File: config.mk
export PLATFORM = sky130hd
export DESIGN_NAME = dbm_phase_ctrl
export DESIGN_NICKNAME = d
export VERILOG_FILES = /design/src/rtl/dbm_pkg.sv /design/src/rtl/dbm_phase_ctrl.sv
export SDC_FILE = /design/constraint.sdc
export NUM_CORES = 1
export LEC_CHECK = 0
export BUFFER_PORTS_ARGS = -buffer_cell sky130_fd_sc_hd__buf_2
export CORE_UTILIZATION = 30
export DETAILED_ROUTE_END_ITERATION = 10
export GPL_TIMING_DRIVEN = 0
export PLACE_DENSITY = 0.5
export RECOVER_POWER = 100
export SLEW_MARGIN = 20
export SYNTH_ARGS = -nofsm -noshare
export SYNTH_HDL_FRONTEND = slang
export SYNTH_SLANG_ARGS = --single-unit
File: constraint.sdc
create_clock -name clk -period 2.2 [get_ports clk]
set_clock_uncertainty 0.15 [all_clocks]
set_input_delay 0.11 -clock clk [delete_from_list [all_inputs] [get_ports clk]]
set_output_delay 0.11 -clock clk [all_outputs]
set_load 0.01 [all_outputs]
File: src/rtl/dbm_pkg.sv
// Shared types for the single-bank DRAM timing model.
// Assumes: nothing beyond IEEE 1800-2017.
package dbm_pkg;
    // Activity phase of the bank.
    typedef enum logic [2:0] {
        PH_IDLE = 3'd0,
        PH_WB   = 3'd1,
        PH_ACT  = 3'd2,
        PH_COL  = 3'd3,
        PH_ERR  = 3'd4
    } phase_e;
endpackage

File: src/rtl/dbm_phase_ctrl.sv
// Sequences writeback, activate and column phases, each counted down from
// its configured latency. It flags the last cycle of each phase.
// Assumes: ROW_DELAY and COL_DELAY are at least 1.
module dbm_phase_ctrl
    import dbm_pkg::*;
#(
    parameter int ROW_DELAY = 3,
    parameter int COL_DELAY = 2
) (
    input  logic   clk,
    input  logic   rst_n,
    input  logic   start,
    input  logic   start_err,
    input  logic   start_hit,
    input  logic   start_empty,
    output phase_e phase,
    output logic   last
);
    localparam int MAX_D = (ROW_DELAY > COL_DELAY) ? ROW_DELAY : COL_DELAY;
    localparam int CNT_W = $clog2(MAX_D + 1);
    localparam logic [CNT_W-1:0] ROW_LD = CNT_W'(ROW_DELAY - 1);
    localparam logic [CNT_W-1:0] COL_LD = CNT_W'(COL_DELAY - 1);

    logic [CNT_W-1:0] cnt;

    // Phase transitions and per-phase countdown.
    always_ff @(posedge clk) begin
        if (!rst_n) begin
            phase <= PH_IDLE;
            cnt   <= '0;
        end else begin
            case (phase)
                PH_IDLE: if (start) begin
                    if (start_err) begin
                        phase <= PH_ERR;
                        cnt   <= '0;
                    end else if (start_hit) begin
                        phase <= PH_COL;
                        cnt   <= COL_LD;
                    end else if (start_empty) begin
                        phase <= PH_ACT;
                        cnt   <= ROW_LD;
                    end else begin
                        phase <= PH_WB;
                        cnt   <= ROW_LD;
                    end
                end
                PH_WB: if (cnt == '0) begin
                    phase <= PH_ACT;
                    cnt   <= ROW_LD;
                end else cnt <= cnt - 1'b1;
                PH_ACT: if (cnt == '0) begin
                    phase <= PH_COL;
                    cnt   <= COL_LD;
                end else cnt <= cnt - 1'b1;
                PH_COL: if (cnt == '0) phase <= PH_IDLE;
                        else cnt <= cnt - 1'b1;
                default: phase <= PH_IDLE;
            endcase
        end
    end

    // Final cycle of the current phase.
    assign last = (phase != PH_IDLE) && (cnt == '0);
endmodule

; Word-level counts from Yosys, hierarchy flattened
; Index checks and enable logic that the tools add are counted.
[op_classes]
add_sub_neg = 1
eq_ne = 8
muxes = 15
reduce_logical = 7
[op_table]
columns = cell, n
row1 = 2-to-1 mux 2 bit, 8
row2 = 2-to-1 mux 3 bit, 5
row3 = one-hot mux 3 bit (4 select lines), 1
row4 = inequality test 2 bit (second input constant), 5
row5 = one-hot mux 2 bit (4 select lines), 1
row6 = == test 3 x 2 -> 1 bit (second input constant), 2
row7 = AND reduction 4 bit, 1
row8 = nonzero test 4 bit, 1
row9 = == test 3 x 1 -> 1 bit (second input constant), 1
row10 = zero test 3 bit, 1
row11 = AND reduction 3 bit, 1
row12 = nonzero test 3 bit, 1
row13 = zero test 2 bit, 1
row14 = subtractor 2 x 1 -> 2 bit (second input constant), 1
row15 = logical AND 1 bit, 1
[totals]
regBits = 5
input_bits = 6
output_inout_bits = 4

; Longest topological paths before layout
; Gate-level depths: netlist of the first run.
[logic_depth]
depth_word = 5
depth_mapped = 5
ltp_nobuf = 5

; Worst setup path after synthesis of the first run
; Ideal clock, no wire load.
[synth_timing]
path_kind = register to register
start = register phase[1]
end = register phase[1]
setup_time_ps = 86
arrival_time_ps = 1360
required_ps = 1964
setup_slack_ps = 604
path_stages_with_launch = 6
n_path_buf = 2
period_less_slack_ps = 1596
cell_sequence = dfxtp_1 > buf_2 > or2_0 > buf_2 > a221o_1 > a221oi_2
[synth_via]
elab_chain_cells = 3
elab_cells_between_ends = 10
classes_between = 7 x eq/ne / 1 x mux / 2 x reduce/logical
[synth_lines]
columns = element, line_no
row1 = from (decl), dbm_phase_ctrl.sv:16  ; output phase_e phase,
row2 = from (signal assigned), dbm_phase_ctrl.sv:29  ; phase <= PH_IDLE;
row3 = from (signal assigned), dbm_phase_ctrl.sv:35  ; phase <= PH_ERR;
row4 = from (signal assigned), dbm_phase_ctrl.sv:38  ; phase <= PH_COL;
row5 = "== test 3 x 1 -> 1 bit, or another cell as far along", dbm_phase_ctrl.sv:32  ; case (phase)
row6 = inequality test 2 bit (no line), --
row7 = AND reduction 4 bit (no line), --
; Parallel ways exist; a longest one is shown, timed or not.
; A chain may end at the register's enable or synchronous reset.

; Worst setup path in the final report of the first run
[layout_timing]
start = register phase[1]
end = output port last
[layout_via]
elab_chain_cells = 2
[layout_lines]
columns = element, line_no
row1 = nonzero test 3 bit, dbm_phase_ctrl.sv:64  ; assign last = (phase != PH_IDLE) && (cnt == '0);
row2 = logical AND 1 bit, dbm_phase_ctrl.sv:64
row3 = to (decl), dbm_phase_ctrl.sv:17  ; output logic last
; No other way between the ends.

==> results of run 1 <==
==> per-stage QoR <==
| step | util | total power, W | setup slack, ns |
|---|---|---|---|
| floorplan | - | 0.000286 | 0.604 |
| global placement | 0.396 | 0.000343 | 0.549 |
| detailed placement | 0.396 | 0.000340 | 0.545 |
| CTS | 0.443 | 0.000458 | 0.541 |
| global route | 0.437 | 0.000482 | 0.318 |
| finish | 0.437 | 0.000452 | 0.404 |
==> path summary, 6_finish.rpt <==
kind              endpoint         from  cells past startpoint  slack [ns]
setup / recovery      last     phase[1]                      5        0.40
hold / removal    phase[0]  start_empty                      4        0.14
setup reg to reg  phase[1]     phase[1]                      5        0.46
hold reg to reg   phase[0]     phase[0]                      2        0.46
==> power breakdown <==
part	leakage [nW]	switching, W	total, W	internal, W
registers	0.0412	0.0000137	0.000123	0.000109
logic	0.165	0.000118	0.000215	0.0000970
clock network	0.0150	0.0000446	0.000114	0.0000690
==> layout make-up <==
cell class,instances,area [um^2],area share
buffer,4,22.5,0.0435
clock buffer,4,26.3,0.0507
inverter,5,18.8,0.0362
multi-input combinational,36,263,0.507
sequential,5,100,0.193
tap,14,17.5,0.0338
timing repair buffer,12,70.1,0.135
==> cell families (layout without fill, tap and decap cells) <==
kind of cell	Yosys count	count (layout)	share of synthesized area
DFF	5	5	0.246
AOI/OAI and AO/OA	17	17	0.329
and+or+nand+nor	16	16	0.225
buffers and inverters	9	25	0.108
adders and majority gates	3	3	0.0923
==> metal layers <==
layer,track usage,routed length (um),vias to the layer above
met5,0,0,-
met4,0.129,36,0
met3,0.0347,39,5
met2,0.246,396,16
met1,0.181,455,189
li1,-,-,212
==> repair_timing <==
action / 4_1_cts / 5_1_grt
buffers inserted: 0 / 0
hold endpoints to repair: 3 / 0
hold buffers: 3 / 0
==> sequential cells by signal (all words and copies together), names as in the netlist <==
| signal | flops |
|---|---|
| cnt | 2 |
| phase | 3 |
==> cells in the final DEF, fill, tap and decap left out, types with 2 or more instances in the layout <==
cell	count
inv_1	5
buf_2	5
clkbuf_4	3
nor3_1	2
a21o_1	2
o311a_1	2
o21bai_1	2
o21ai_0	2
nand2_1	3
ha_1	3
nand2b_1	3
a21oi_1	2
dlygate4sd3_1	3
clkbuf_1	8
dfxtp_1	5
==> worst max-delay path, cell delays in order (launching register included) <==
cell and delay [ns]:
dfxtp_1 0.32, clkbuf_1 0.31, or2_0 0.16, clkbuf_1 0.23, o21a_1 0.14, buf_2 0.12
==> metrics.txt, run 1 <==
status=finished clean; maximum vdd drop=0.000290 V; nets=76; Post-Syn Nets=slightly below 60; placed insts=73; Final Slew Violations=0; required time of the critical path=1.94 ns; share of the synthesized area in the top cell type=0.246; TNS Setup=0 ns; worst slew pin tran=0.367 ns; PwrDens=about 870 nW/um^2; drt initial violations=12; highest clock rate=557 MHz; via count=around 420; Yosys Warn Count=0; predominant post-synthesis flop cell=dfxtp_1; grt total ovfl=0; Initial Utilization=0.343; wire per inst=11.6 um; Startpoint Class=flop; unrepaired setup endpoints after global routing=false; first-pass GRT wire length=~1500 um; post-CTS sizing=0; Mapped Cells=50; DRC Markers=0; mean post-synth cell area=approximately 8 um^2; Tot GR Track Use=0.158; # rows=12; gpl congestion=0.729; clock-pin transition on the worst setup and hold timing paths=0.05 ns; die width=38.8 um; Design Area, Final=just over 500 um^2; vias in the first global route=~380; Layout fillers=127; Port Buffer Count=9; total wire length=927 um; layout cells sized above 1=0.197; clk buf depth=2; Die H=38.8 um; sequential share of the synthesized area=0.246; Synth area leaders=dfxtp_1 (25%), ha_1 (9.2%), o311a_1 (4.9%); vias per cell=~5.3; total inserted antenna cells=0; CP Capture Type=primary output; ys async rst share=0; Distinct cells, synth=29; dpl hpwl=650 um; clock root buffer master=clkbuf_4; CTS sink cnt=5; I/O pin count=10; Area Overhead vs Synth=27.4%; Post-synth EDFFs=0; synth cell count leaders=dfxtp_1 (5), inv_1 (5), ha_1 (3), nand2_1 (3), nand2b_1 (3); synthesized flop and latch total=5; max-cap viol count=0; Worst EP arrival=1.54 ns; largest net degree at the start of global routing=11; worst hold slack=between 0.1 and 0.15 ns; Slew HR=0.755; total CTS buffers=3; HP Class=primary input to flop; final std cells w/o fill=80; antenna violations before repair=0; H-tree depth=1; CTS tree=done; later-pin clock latency in the skew report=between 0.2 and 0.3 ns; critical path type=flop to primary output; die area=1510 um^2; LEAKAGE=0.221 nW; post-route ant nets=0; Placed Area=469 um^2; Final Critical Period=roughly 1.8 ns; DR pass1 iterations=4; Syn Std Cell Area=407 um^2; critical path peak fanout=10; Hold Fails Final Rpt=0; biggest area consumer among synthesized cells=dfxtp_1; period utilization=0.816; core area=1190 um^2; final setup fails=0
(Power assumes the default switching activity.)
==> run 2: changes to the inputs <==
Settings changed: ABC_AREA from default to 1, PLACE_DENSITY 0.5 to 0.51.
Clock period 2.2 ns to 1.6 ns, I/O delays scaled along.
==> metrics.txt, run 2 <==
status=finished clean; I/O pin count=10 (unchanged); die width=39.8 um (+2.6%); antenna violations before repair=0 (unchanged); Synth area leaders=dfxtp_1 (23%), nand2_1 (20%), nor2_1 (11%); maximum vdd drop=0.000837 V (+190%); vias in the first global route=390 (+4.0%); DRC Markers=0 (unchanged); Design Area, Final=529 um^2 (+2.2%); Worst EP arrival=1.20 ns (-0.34 ns); Post-CTS Setup Inserts=0 (unchanged); critical path depth=5 (unchanged); crit path cell chain=inv_1 > ha_1 > inv_1 > nor2_1 > clkbuf_1; biggest regs=phase (3), cnt (2); grt total ovfl=0 (unchanged); critical path type=flop to primary output; required time of the critical path=1.37 ns (-0.57 ns); biggest area consumer among synthesized cells=dfxtp_1; highest clock rate=701 MHz; # rows=13 (+1); Mapped Cells=71 (+42%); PwrDens=1770 nW/um^2 (+100%); total CTS buffers=3 (unchanged); Tot GR Track Use=0.141 (-0.0169); later-pin clock latency in the skew report=0.24 ns (-0.02 ns); Final Slew Violations=0 (unchanged); Area Overhead vs Synth=23.3%; Placed Area=493 um^2 (+5.1%); top-count cell post-synth=nand2_1; CP Buf/Inv Count=3 (unchanged); Slowest cell on crit path=dfxtp_1; max-cap viol count=0 (unchanged); Hold Path Stages=4 (unchanged); mean post-synth cell area=6.04 um^2 (-26%); vias per cell=4.32 (-18%); most frequent cells in the layout=nand2_1 (25), nor2_1 (13), inv_1 (8); critical path peak fanout=3 (-7); Post-Syn Nets=80 (+36%); max reg flops=3 (unchanged); most common cell after layout, fill and taps aside=nand2_1; synth cell count leaders=nand2_1 (23), nor2_1 (13), inv_1 (8), dfxtp_1 (5), nand3_1 (5); R2R cell count=8 (+3); nets=96 (+26%); CP top delay family=flip-flops; clk buf depth=2 (unchanged); unrepaired setup endpoints after global routing=false; fin util=0.402 (-0.0350); final std cells w/o fill=101 (+26%); CTS sink cnt=5 (unchanged); wire per inst=8.93 um (-23%); post-CTS sizing=0 (unchanged); Critical Path Max Stage Delay=0.36 ns (+0.04 ns); predominant post-synthesis flop cell=dfxtp_1; final setup fails=0 (unchanged); first-pass GRT wire length=1480 um (-4.0%); LEAKAGE=0.292 nW (+32%); Final Power=0.000937 W (+110%); dpl hpwl=752 um (+16%); Initial Utilization=0.326 (-0.0171); most frequent CP cell=inv_1; HP Class=primary input to flop; total inserted antenna cells=0 (unchanged); TNS Setup=0 ns (unchanged); synthesized flop and latch total=5 (unchanged); clock-pin transition on the worst setup and hold timing paths=0.04 ns (about the same); Syn Std Cell Area=429 um^2 (+5.5%); # hold bufs at CTS=2 (-1); CP Capture Type=primary output; Distinct cells, synth=16 (-45%); post-route ant nets=0 (unchanged); total wire length=902 um (-2.7%); Post-synth EDFFs=0 (unchanged); via count=436 (+3.3%); drt initial violations=3 (-9); ys async rst share=0 (unchanged); clock root buffer master=clkbuf_4; core area=1320 um^2 (+11%); gpl congestion=0.737 (+1.0%); placed insts=95 (+30%); layout cells sized above 1=0.174 (-0.0226); Biggest register=phase; Port Buffer Count=9 (unchanged); period utilization=0.891; Die H=39.8 um (+2.6%); die area=1590 um^2 (+5.2%); largest net degree at the start of global routing=10 (-1); share of the synthesized area in the top cell type=0.233 (-0.0129); Layout fillers=142 (+12%); Final Critical Period=1.43 ns; Slew HR=0.822 (+0.0664); DR pass1 iterations=2 (-2); Hold Fails Final Rpt=0 (unchanged); worst slew pin tran=0.267 ns (-0.100 ns); H-tree depth=1 (unchanged); Yosys Warn Count=0 (unchanged); sequential share of the synthesized area=0.233 (-0.0129); Startpoint Class=flop; CTS tree=done
==> run 2: tightest hold or removal path, stage by stage <==
cell and delay (ns):
buf_2 0.10, inv_1 0.05, nand3_1 0.10, a21oi_2 0.06
==> run 2: path summary, 6_finish.rpt <==
check | startpoint | to | slack, ns
setup reg to reg | cnt[0] | cnt[1] | 0.19
setup / recovery | cnt[0] | last | 0.17
hold / removal | start_hit | cnt[1] | 0.04
hold reg to reg | cnt[1] | cnt[1] | 0.44
==> run 2: cell type report <==
class / count / area, um^2 / area share
multi-input cells: 56 / 283 / 0.534
flip-flops and latches: 5 / 100 / 0.189
repair buffers: 11 / 60.1 / 0.113
inverters: 9 / 33.8 / 0.0638
clock buffers: 4 / 26.3 / 0.0496
well taps: 15 / 18.8 / 0.0355
plain buffers: 1 / 7.51 / 0.0142
==> run 2: where the power goes <==
part | leakage, nW | internal [W] | switching [W]
Combinational | 0.236 | 0.000214 | 0.000357
Sequential | 0.0413 | 0.000175 | 0.0000499
Clock | 0.0150 | 0.0000940 | 0.0000479
Total | 0.292 | 0.000482 | 0.000455
==> run 2: metal layers <==
metal,routed length (um),track usage
met1,432,0.166
met2,439,0.254
met3,30,0.0511
met4,0,0
met5,0,0
==> run 2: metrics by stage <==
step	hold WS [ns]	setup WS, ns
final	0.0353	0.174
after floorplan	0.0558	0.329
after CTS	0.0261	0.145
after global routing	0.0561	0.0396
after detailed placement	0.206	0.194
after global placement	0.208	0.203
==> run 2: cell families (layout without fill, tap and decap cells) <==
logic type | Yosys count | after routing | synth area share
AO/OA/AOI/OAI | 3 | 3 | 0.0437
flip-flops | 5 | 5 | 0.233
adder cells (fa/ha/maj) | 3 | 3 | 0.0875
AND/OR/NAND/NOR | 50 | 50 | 0.539
buffers and inverters | 10 | 25 | 0.0962
==> run 3: changes to the inputs <==
Settings changed: CORE_AREA from default to 2 2 39 41, CORE_UTILIZATION 30 to default, DIE_AREA from default to 0 0 41 43, PLACE_DENSITY 0.51 to default, PLACE_DENSITY_LB_ADDON from default to 0.05.
==> metrics.txt, run 3 (same netlist as run 2, synthesis figures left out) <==
# hold bufs at CTS=2 (unchanged); CP Launch Point=cnt[0]; PwrDens=1770 nW/um^2 (+0.17%); worst reg-to-reg setup slack=0.19 ns (about the same); DR pass1 iterations=4 (+2); die area=1760 um^2 (+11%); final setup fails=0 (unchanged); nets=96 (unchanged); period utilization=0.907 (+0.0156); later-pin clock latency in the skew report=0.24 ns (about the same); HP Class=primary input to flop; Post-CTS Setup Inserts=0 (unchanged); Area Overhead vs Synth=23.6%; clock-pin transition on the worst setup and hold timing paths=0.04 ns (about the same); vias in the first global route=388 (-0.51%); highest clock rate=689 MHz (-1.7%); status=finished clean; largest net degree at the start of global routing=10 (unchanged); Worst R2R Start=cnt[0]; Final Critical Period=1.45 ns (+0.0250 ns); Final Slew Violations=0 (unchanged); total wire length=937 um (+3.9%); worst slew pin tran=0.285 ns (+0.0184 ns); total inserted antenna cells=0 (unchanged); CTS tree=done; R2R cell count=8 (unchanged); CP Capture Type=primary output; Tot GR Track Use=0.133 (-0.00744); post-route ant nets=0 (unchanged); Worst EP arrival=1.22 ns (+0.02 ns); Port Buffer Count=9 (unchanged); unrepaired setup endpoints after global routing=false; critical path type=flop to primary output; layout cells sized above 1=0.174 (unchanged); antenna violations before repair=0 (unchanged); Critical Path Max Stage Delay=0.32 ns (-0.04 ns); Slew HR=0.810 (-0.0123); biggest regs=phase (3), cnt (2); max reg flops=3 (unchanged); TNS Setup=0 ns (unchanged); first-pass GRT wire length=1550 um (+4.7%); Reg2Reg Capture Point=cnt[1]; most frequent CP cell=inv_1; gpl congestion=0.749 (+1.7%); most frequent cells in the layout=nand2_1 (25), nor2_1 (13), inv_1 (8); drt initial violations=7 (+4); Hold Fails Final Rpt=0 (unchanged); H-tree depth=1 (unchanged); required time of the critical path=1.37 ns (about the same); vias per cell=4.34 (+0.61%); crit path cell chain=inv_1 > ha_1 > inv_1 > nor2_1 > clkbuf_1; critical path peak fanout=3 (unchanged); # rows=14 (+1); max-cap viol count=0 (unchanged); dpl hpwl=754 um (+0.33%); Hold EP=cnt[1]; Hold Path Stages=4 (unchanged); grt total ovfl=0 (unchanged); clock root buffer master=clkbuf_4; Slowest cell on crit path=dfxtp_1; total CTS buffers=3 (unchanged); I/O pin count=10 (unchanged); LEAKAGE=0.292 nW (unchanged); most common cell after layout, fill and taps aside=nand2_1; clk buf depth=2 (unchanged); DRC Markers=0 (unchanged); worst setup margin=0.149 ns (-0.0250 ns); via count=443 (+1.6%); Initial Utilization=0.310 (-0.0156); hold path start=start_hit; CTS sink cnt=5 (unchanged); Startpoint Class=flop; maximum vdd drop=0.000819 V (-2.1%); Setup WS pre-CTS=0.192 ns (-0.00147 ns); Biggest register=phase; Final Power=0.000941 W (+0.41%); Die H=43 um (+8.0%); core area=1380 um^2 (+5.0%); post-CTS sizing=0 (unchanged); wire per inst=9.19 um (+2.9%); die width=41 um (+3.0%)
## run 3: cell counts in the layout (fill, tap and decap cells not counted)
Identical to the previous run, type by type.
## run 3: stage by stage
stage          cell area [um^2]  std cells  hold WS, ns  utilization
2_1_floorplan               429         71       0.0558            -
3_3_place_gp                494         96        0.208        0.357
3_5_place_dp                494         96        0.209        0.357
5_1_grt                     531        102       0.0654        0.383
6_report                    531        102       0.0146        0.383
4_1_cts                     541        102       0.0249        0.391
## run 3: worst max path at each step
stage	end	slack (ns)	depth (start not counted)
after floorplan	cnt[1]	0.33	8
after global placement	cnt[1]	0.19	8
after detailed placement	cnt[1]	0.19	8
after CTS	last	0.16	5
after global routing	cnt[1]	0.06	8
final	last	0.15	5
## run 3: cell type report
class	count	area, um^2
plain buffers	1	7.51
clock buffers	4	26.3
fillers	167	853
inverters	9	33.8
multi-input cells	56	283
flip-flops and latches	5	100
well taps	16	20.0
repair buffers	11	60.1
## run 3: critical path: cells and delay by family (launching register included)
kind                     cells  cell delay (ns)
buffers and inverters        3             0.34
flip-flops                   1             0.32
adder cells (fa/ha/maj)      1             0.22
AND/OR/NAND/NOR              1             0.10
## run 3: where the power goes
part           total (W)  internal, W  switching, W  leakage, nW
clock           0.000147    0.0000943     0.0000525       0.0150
combinational   0.000569     0.000215      0.000354        0.236
sequential      0.000225     0.000175     0.0000505       0.0413
total           0.000941     0.000483      0.000457        0.292
## run 3: layer usage
| metal | vias to the layer above | GRT usage | part of all wire |
|---|---|---|---|
| met5 | - | 0 | 0 |
| met2 | 10 | 0.181 | 0.44 |
| met4 | 0 | 0.0200 | 0 |
| li1 | 248 | - | - |
| met1 | 185 | 0.173 | 0.50 |
| met3 | 0 | 0.0942 | 0.058 |
